File: src/rtl/store_hold_buffer.sv
module store_hold_buffer #(
  parameter int AW = 10,
  parameter int DW = 32
) (
  input  logic            clk,
  input  logic            rst_n,
  input  logic            st_valid,
  input  logic [AW-1:0]   st_addr,
  input  logic [DW-1:0]   st_data,
  input  logic [DW/8-1:0] st_be,
  input  logic            tc_ok,
  input  logic            ld_valid,
  input  logic [AW-1:0]   ld_addr,
  input  logic [DW-1:0]   cache_rdata,
  input  logic            flush,
  output logic [DW-1:0]   ld_data,
  output logic            cw_en,
  output logic [AW-1:0]   cw_addr,
  output logic [DW-1:0]   cw_data,
  output logic [DW/8-1:0] cw_be,
  output logic            miss_o,
  output logic            empty_o
);
  localparam int BW = DW / 8;

  logic          held, conf;
  logic [AW-1:0] h_addr;
  logic [DW-1:0] h_data;
  logic [BW-1:0] h_be;

  wire usable = held & (conf | tc_ok);
  wire fwd    = usable & ld_valid & (ld_addr == h_addr);

  assign miss_o  = held & ~conf & ~tc_ok;
  assign cw_en   = usable & (~ld_valid | flush | st_valid);
  assign cw_addr = h_addr;
  assign cw_data = h_data;
  assign cw_be   = h_be;
  assign empty_o = ~held;

  for (genvar i = 0; i < BW; i++) begin : g_merge
    assign ld_data[i*8 +: 8] = (fwd & h_be[i]) ? h_data[i*8 +: 8] : cache_rdata[i*8 +: 8];
  end

  always_ff @(posedge clk) begin
    if (!rst_n) begin
      held <= 1'b0;
      conf <= 1'b0;
    end else if (st_valid) begin
      held <= 1'b1;
      conf <= 1'b0;
    end else if (cw_en | miss_o) begin
      held <= 1'b0;
      conf <= 1'b0;
    end else if (held & tc_ok) begin
      conf <= 1'b1;
    end
  end

  always_ff @(posedge clk) begin
    if (st_valid) begin
      h_addr <= st_addr;
      h_data <= st_data;
      h_be   <= st_be;
    end
  end

  p_no_write_on_miss_r6: assert property (@(posedge clk) disable iff (!rst_n)
    miss_o |-> !cw_en);
  p_miss_empties_r6: assert property (@(posedge clk) disable iff (!rst_n)
    (miss_o && !st_valid) |=> empty_o);
  p_empty_no_write_r10: assert property (@(posedge clk) disable iff (!rst_n)
    empty_o |-> !cw_en);
  p_write_empties_r3: assert property (@(posedge clk) disable iff (!rst_n)
    (cw_en && !st_valid) |=> empty_o);
  p_store_fills_r5: assert property (@(posedge clk) disable iff (!rst_n)
    st_valid |=> !empty_o);
  p_load_stalls_r4: assert property (@(posedge clk) disable iff (!rst_n)
    (!empty_o && ld_valid && !flush && !st_valid && !miss_o) |=> !empty_o);
  p_flush_drains_r9: assert property (@(posedge clk) disable iff (!rst_n)
    (flush && !st_valid) |=> empty_o);
endmodule

File: config.mk
export PLATFORM = sky130hd
export DESIGN_NAME = store_hold_buffer
export DESIGN_NICKNAME = d
export VERILOG_FILES = /design/src/rtl/store_hold_buffer.sv
export SDC_FILE = /design/constraint.sdc
export NUM_CORES = 1
export LEC_CHECK = 0
export CORE_MARGIN = 2
export CORE_UTILIZATION = 28
export DETAILED_ROUTE_END_ITERATION = 10
export PLACE_DENSITY = 0.88
export SETUP_SLACK_MARGIN = 0.4
export SLEW_MARGIN = 5
export SYNTH_ARGS = -nofsm -noshare
export SYNTH_HDL_FRONTEND = slang
export SYNTH_SLANG_ARGS = --single-unit
File: constraint.sdc
create_clock -name clk -period 2 [get_ports clk]
set_clock_uncertainty 0.15 [all_clocks]
set_input_delay 0.2 -clock clk [delete_from_list [all_inputs] [get_ports clk]]
set_output_delay 0.2 -clock clk [all_outputs]
set_load 0.01 [all_outputs]
# == Word-level counts from Yosys, hierarchy flattened ==
# Index checks and enable logic that the tools add are counted.
# totals
reg_bits,48
inputBits,94
out_inout_bits,81
word_cells,34
# classes
n_eq_ne,1
n_mux,6
bitwise_logic,20
n_reduce_logical,2
# ops
operator,n
$mux W8,4
$and A1 B1 Y1,11
$eq A10 B10 Y1,1
$not A1 Y1,5
$or A1 B1 Y1,4
$reduce_or A3 Y1,1
$mux W1,2
$reduce_bool A2 Y1,1

# == Depth between registers and ports, before layout ==
# depth
word_depth,7
mapped_depth,4
ltp_nobuf,4

# == Worst setup path after synthesis ==
# No wires, ideal clock.
# synth_timing
path_kind,reg-to-output
start,register h_addr[7] (netlist: cw_addr[7])
end,output ld_data[0]
arrival_ns,1.773
t_required_ns,1.650
path_slack_ns,-0.123
path_stages_with_launch,5
path_buffers,0
path_cell_list,edfxtp_1 -> xor2_1 -> nor4_2 -> nand4_2 -> mux2_2
# synth_via
elab_chain_cells,4
# synth_rtl
item,line,text
from (decl),27,logic [AW-1:0] h_addr;
from (signal assigned),62,h_addr <= st_addr;
$eq A10 B10 Y1,32,wire fwd = usable & ld_valid & (ld_addr == h_addr);
$and A1 B1 Y1,32,
$and A1 B1 Y1,42,assign ld_data[i*8 +: 8] = (fwd & h_be[i]) ? h_data[i*8 +: 8] : cache_rdata[i*8 +: 8];
$mux W8,42,
to (decl),16,"output logic [DW-1:0] ld_data,"
# No other way between the ends.

# == Worst setup path after layout ==
# Ends and elaborated chain as after synthesis.

==> metrics.md <==
| Metric | Value |
|---|---|
| Status | complete, but fails checks |
| Failing checks | negative setup slack |
| Area contributors post-synth | edfxtp_1 (68%), mux2_2 (18%), xor2_1 (4.3%) |
| Fmax | 0.399 GHz |
| Met3 WL | 442 um |
| Syn. warnings | 0 |
| Max VDD drop | 0.281 mV |
| Starting DRT DRC Count | 32 |
| Clk buf depth | 2 |
| RePlAce Congestion | 0.735 |
| RSZ-0062 raised after global routing | true |
| Hpwl dp | between 5 and 6 mm |
| DRT Pass-1 Iters | 4 |
| FF/Latch Area | 0.00142 mm2 |
| Syn_nets | 204 |
| GRT Total Usage | 16.2% |
| Fin nets | approximately 420 |
| Core area | 0.00687 mm2 |
| R2R depth | 3 |
| Flop2flop setup slack | 840 ps |
| CP Max Fanout | 5 |
| Crit share post-route | 125% |
| Initial antenna violation count | 0 |
| PwrDens | 566 mW/mm2 |
| Synth Area in Adders | 0% |
| Vias per cell | between 4 and 5 |
| Syn_area_per_cell | 18.3 um2 |
| Layout cell share with drive strength beyond 1 | between 30% and 40% |
| Area delta synth->final | 123% |
| Setup TNS Final | -14460 ps |
| Final setup viols | 32 |
| Top cells by count, synth | edfxtp_1 (46), mux2_2 (32), xor2_1 (10) |
| WL/cell | 16.5 um |
| Multi-input gate area | 684 um2 |
| Starting density of the core | between 20% and 30% |
| First-pass GRT wire length | 9.49 mm |
| Largest net degree at the start of global routing | 49 |
| Slew HR | between 70% and 80% |
| Worst Setup EP | ld_data[0] |
| Post-synthesis sequential area ratio | 70.5% |
| Worst setup EP type | output pin |
| Synth top area share | 68.5% |
| Compound-cell area share of the yosys netlist | 0.931% |
| Synth unique cells | 13 |
| Final Hold Viols | 0 |
| Most frequent cell after synthesis | edfxtp_1 |
| Reg2reg end | conf$_SDFFE_PP0P_ |
| Post-Synth XOR/XNOR Area | 4.34% |
| Die X | a little under 90 um |
| Clock root buffer | clkbuf_8 |
| Die ar. | 0.00790 mm2 |
| Fin util | 65.5% |
| Number of I/O port buffers | 174 |
| H-tree depth | 2 |
| Main synth FF type | edfxtp_1 |
| Async S/R FF share, synth | 0% |
| Number of max-cap violations | 0 |
| Number of synthesized flops with an enable pin | 46 |
| Total gr overflow | 0 |
| Worst EP arrival | 2160 ps |
| Met1 Wirelength | 2.39 mm |
| IO Pins | 175 |
| Routed Antenna Nets | 0 |
| Drt drc | 0 |
| Area leader, netlist | edfxtp_1 |
| Vias in the first global route | approximately 2000 |
| Post-synthesis mux area share | 17.9% |
| Required @ worst endpoint | 1650 ps |
| Start of the worst register-to-register path | held$_SDFFE_PN0P_ |
| Die height | 88.9 um |
| Worst min-delay path class | input port to flop |
| Startpoint types | flop |
| LEAKAGE | 1.89 nW |
| Largest family of logic cells by synthesized area | multiplexers |
| Std cell rows | 30 |
| Fillers | 529 |
| TritonCTS Buffers | 5 |
| Clock net sink count | 48 |
| DR WL met2 | 4.05 mm |
| DR vias | 1810 |
| CP startpoint | cw_addr[7]$_DFFE_PP_ |
| WS Path Type | flop to output pin |
| Clock-pin slew on the worst setup and hold paths | ~90 ps |
| Final worst slack | -506 ps |
| Synth Area in Simple Gates | 5.83% |
| Minimum clock period | 2510 ps |
| Hold-fix buffers at CTS | 0 |
| Seq cells post-synth | between 40 and 50 |
| Post-Route WL | between 6 and 7 mm |
| Cell count after synthesis | 110 |
| Mapped Area | a little over 0.002 mm2 |
| Max Slew Vio Count | 0 |
| Highest metal used | met4 |
| Diodes inserted | 0 |
| Worst skew pair latency | 290 ps |
| Slew @ Worst Pin | 318 ps |
| CTS tree | done |
==> stage by stage <==
stage / cell area [um2] / setup slack, ps / cells / power (W) / hold WS [ps]
final: 4500 / -506 / 422 / 0.00255 / 288
after detailed placement: 4040 / -847 / 395 / 0.00185 / 409
after CTS: 4440 / -548 / 420 / 0.00258 / 283
after floorplan: 2040 / -9.42 / 110 / 0.00139 / 139
after global routing: 4500 / -614 / 422 / 0.00265 / 286
after global placement: 4040 / -809 / 395 / 0.00184 / 380
==> report_power, final <==
part / internal [W] / switching (W) / leakage, nW
sequential: 0.00119 / 0.0000463 / 0.467
clock: 0.000370 / 0.000323 / 0.0541
combinational: 0.000402 / 0.000215 / 1.36
==> worst max-delay path: stages, from the launching register on <==
cell,delay [ps]
edfxtp_1,420
xor2_1,200
nor4_4,290
buf_6,180
nand4_4,180
buf_6,170
mux2_4,290
buf_6,120
==> logic make-up after synthesis <==
group	after synthesis
muxes	32
xor gates and xnor gates	10
DFF	48
and+or+nand+nor	14
AOI/OAI and AO/OA	3
buffers and inverters	3
==> worst min path at each step <==
stage / start / to / depth (start not counted)
floorplan: st_valid / conf$_SDFFE_PP0P_ / 1
global placement: held$_SDFFE_PN0P_ / conf$_SDFFE_PP0P_ / 2
detailed placement: held$_SDFFE_PN0P_ / conf$_SDFFE_PP0P_ / 2
CTS: rst_n / held$_SDFFE_PN0P_ / 3
global route: st_data[25] / cw_data[25]$_DFFE_PP_ / 1
finish: st_valid / cw_data[8]$_DFFE_PP_ / 2
==> per-layer routing <==
metal	global-route usage [%]	up-vias
li1	-	857
met1	16.6	864
met2	31.7	83
met3	3.54	6
met4	5.65	0
met5	0	-
==> repair_timing <==
item                       4_1_cts  5_1_grt
pin swaps                        8        1
setup endpoints to repair       46       48
resized for setup              211       19
setup buffers                   17        2
cloned                           0        0
==> cells in the final DEF (no fill, tap or decap) <==
cell type        instances
dlygate4sd2_1           11
mux2_2                  30
clkinvlp_4               1
xor2_1                   9
dlymetal6s2s_1          14
mux2_4                   2
nand4_4                  4
bufinv_16                1
dfxtp_2                  2
buf_6                   50
xor2_2                   1
a2111oi_0                1
clkdlybuf4s50_1        111
clkbuf_8                 5
nor3_2                   1
edfxtp_1                46
nor2_1                   5
nor4_4                   3
buf_4                   15
clkdlybuf4s15_1          2
buf_2                    2
buf_12                   3
a21oi_1                  1
o21ai_4                  1
clkinv_2                 1
inv_1                    3
nand2b_4                 1
==> area by class of cell <==
type                    instances  area share [%]
clock buffers                   5            1.53
clock inverters                 3           0.945
inverters                       3           0.250
multi-input cells              59            15.2
flip-flops and latches         48            31.6
well taps                      96            2.67
repair buffers                208            47.7
==> flip-flops by register name, summed over array words and instances, names as in the netlist <==
register and flops:
held 1, cw_data 32, cw_addr 10, conf 1, cw_be 4
Power figures use the tool's default switching activity.
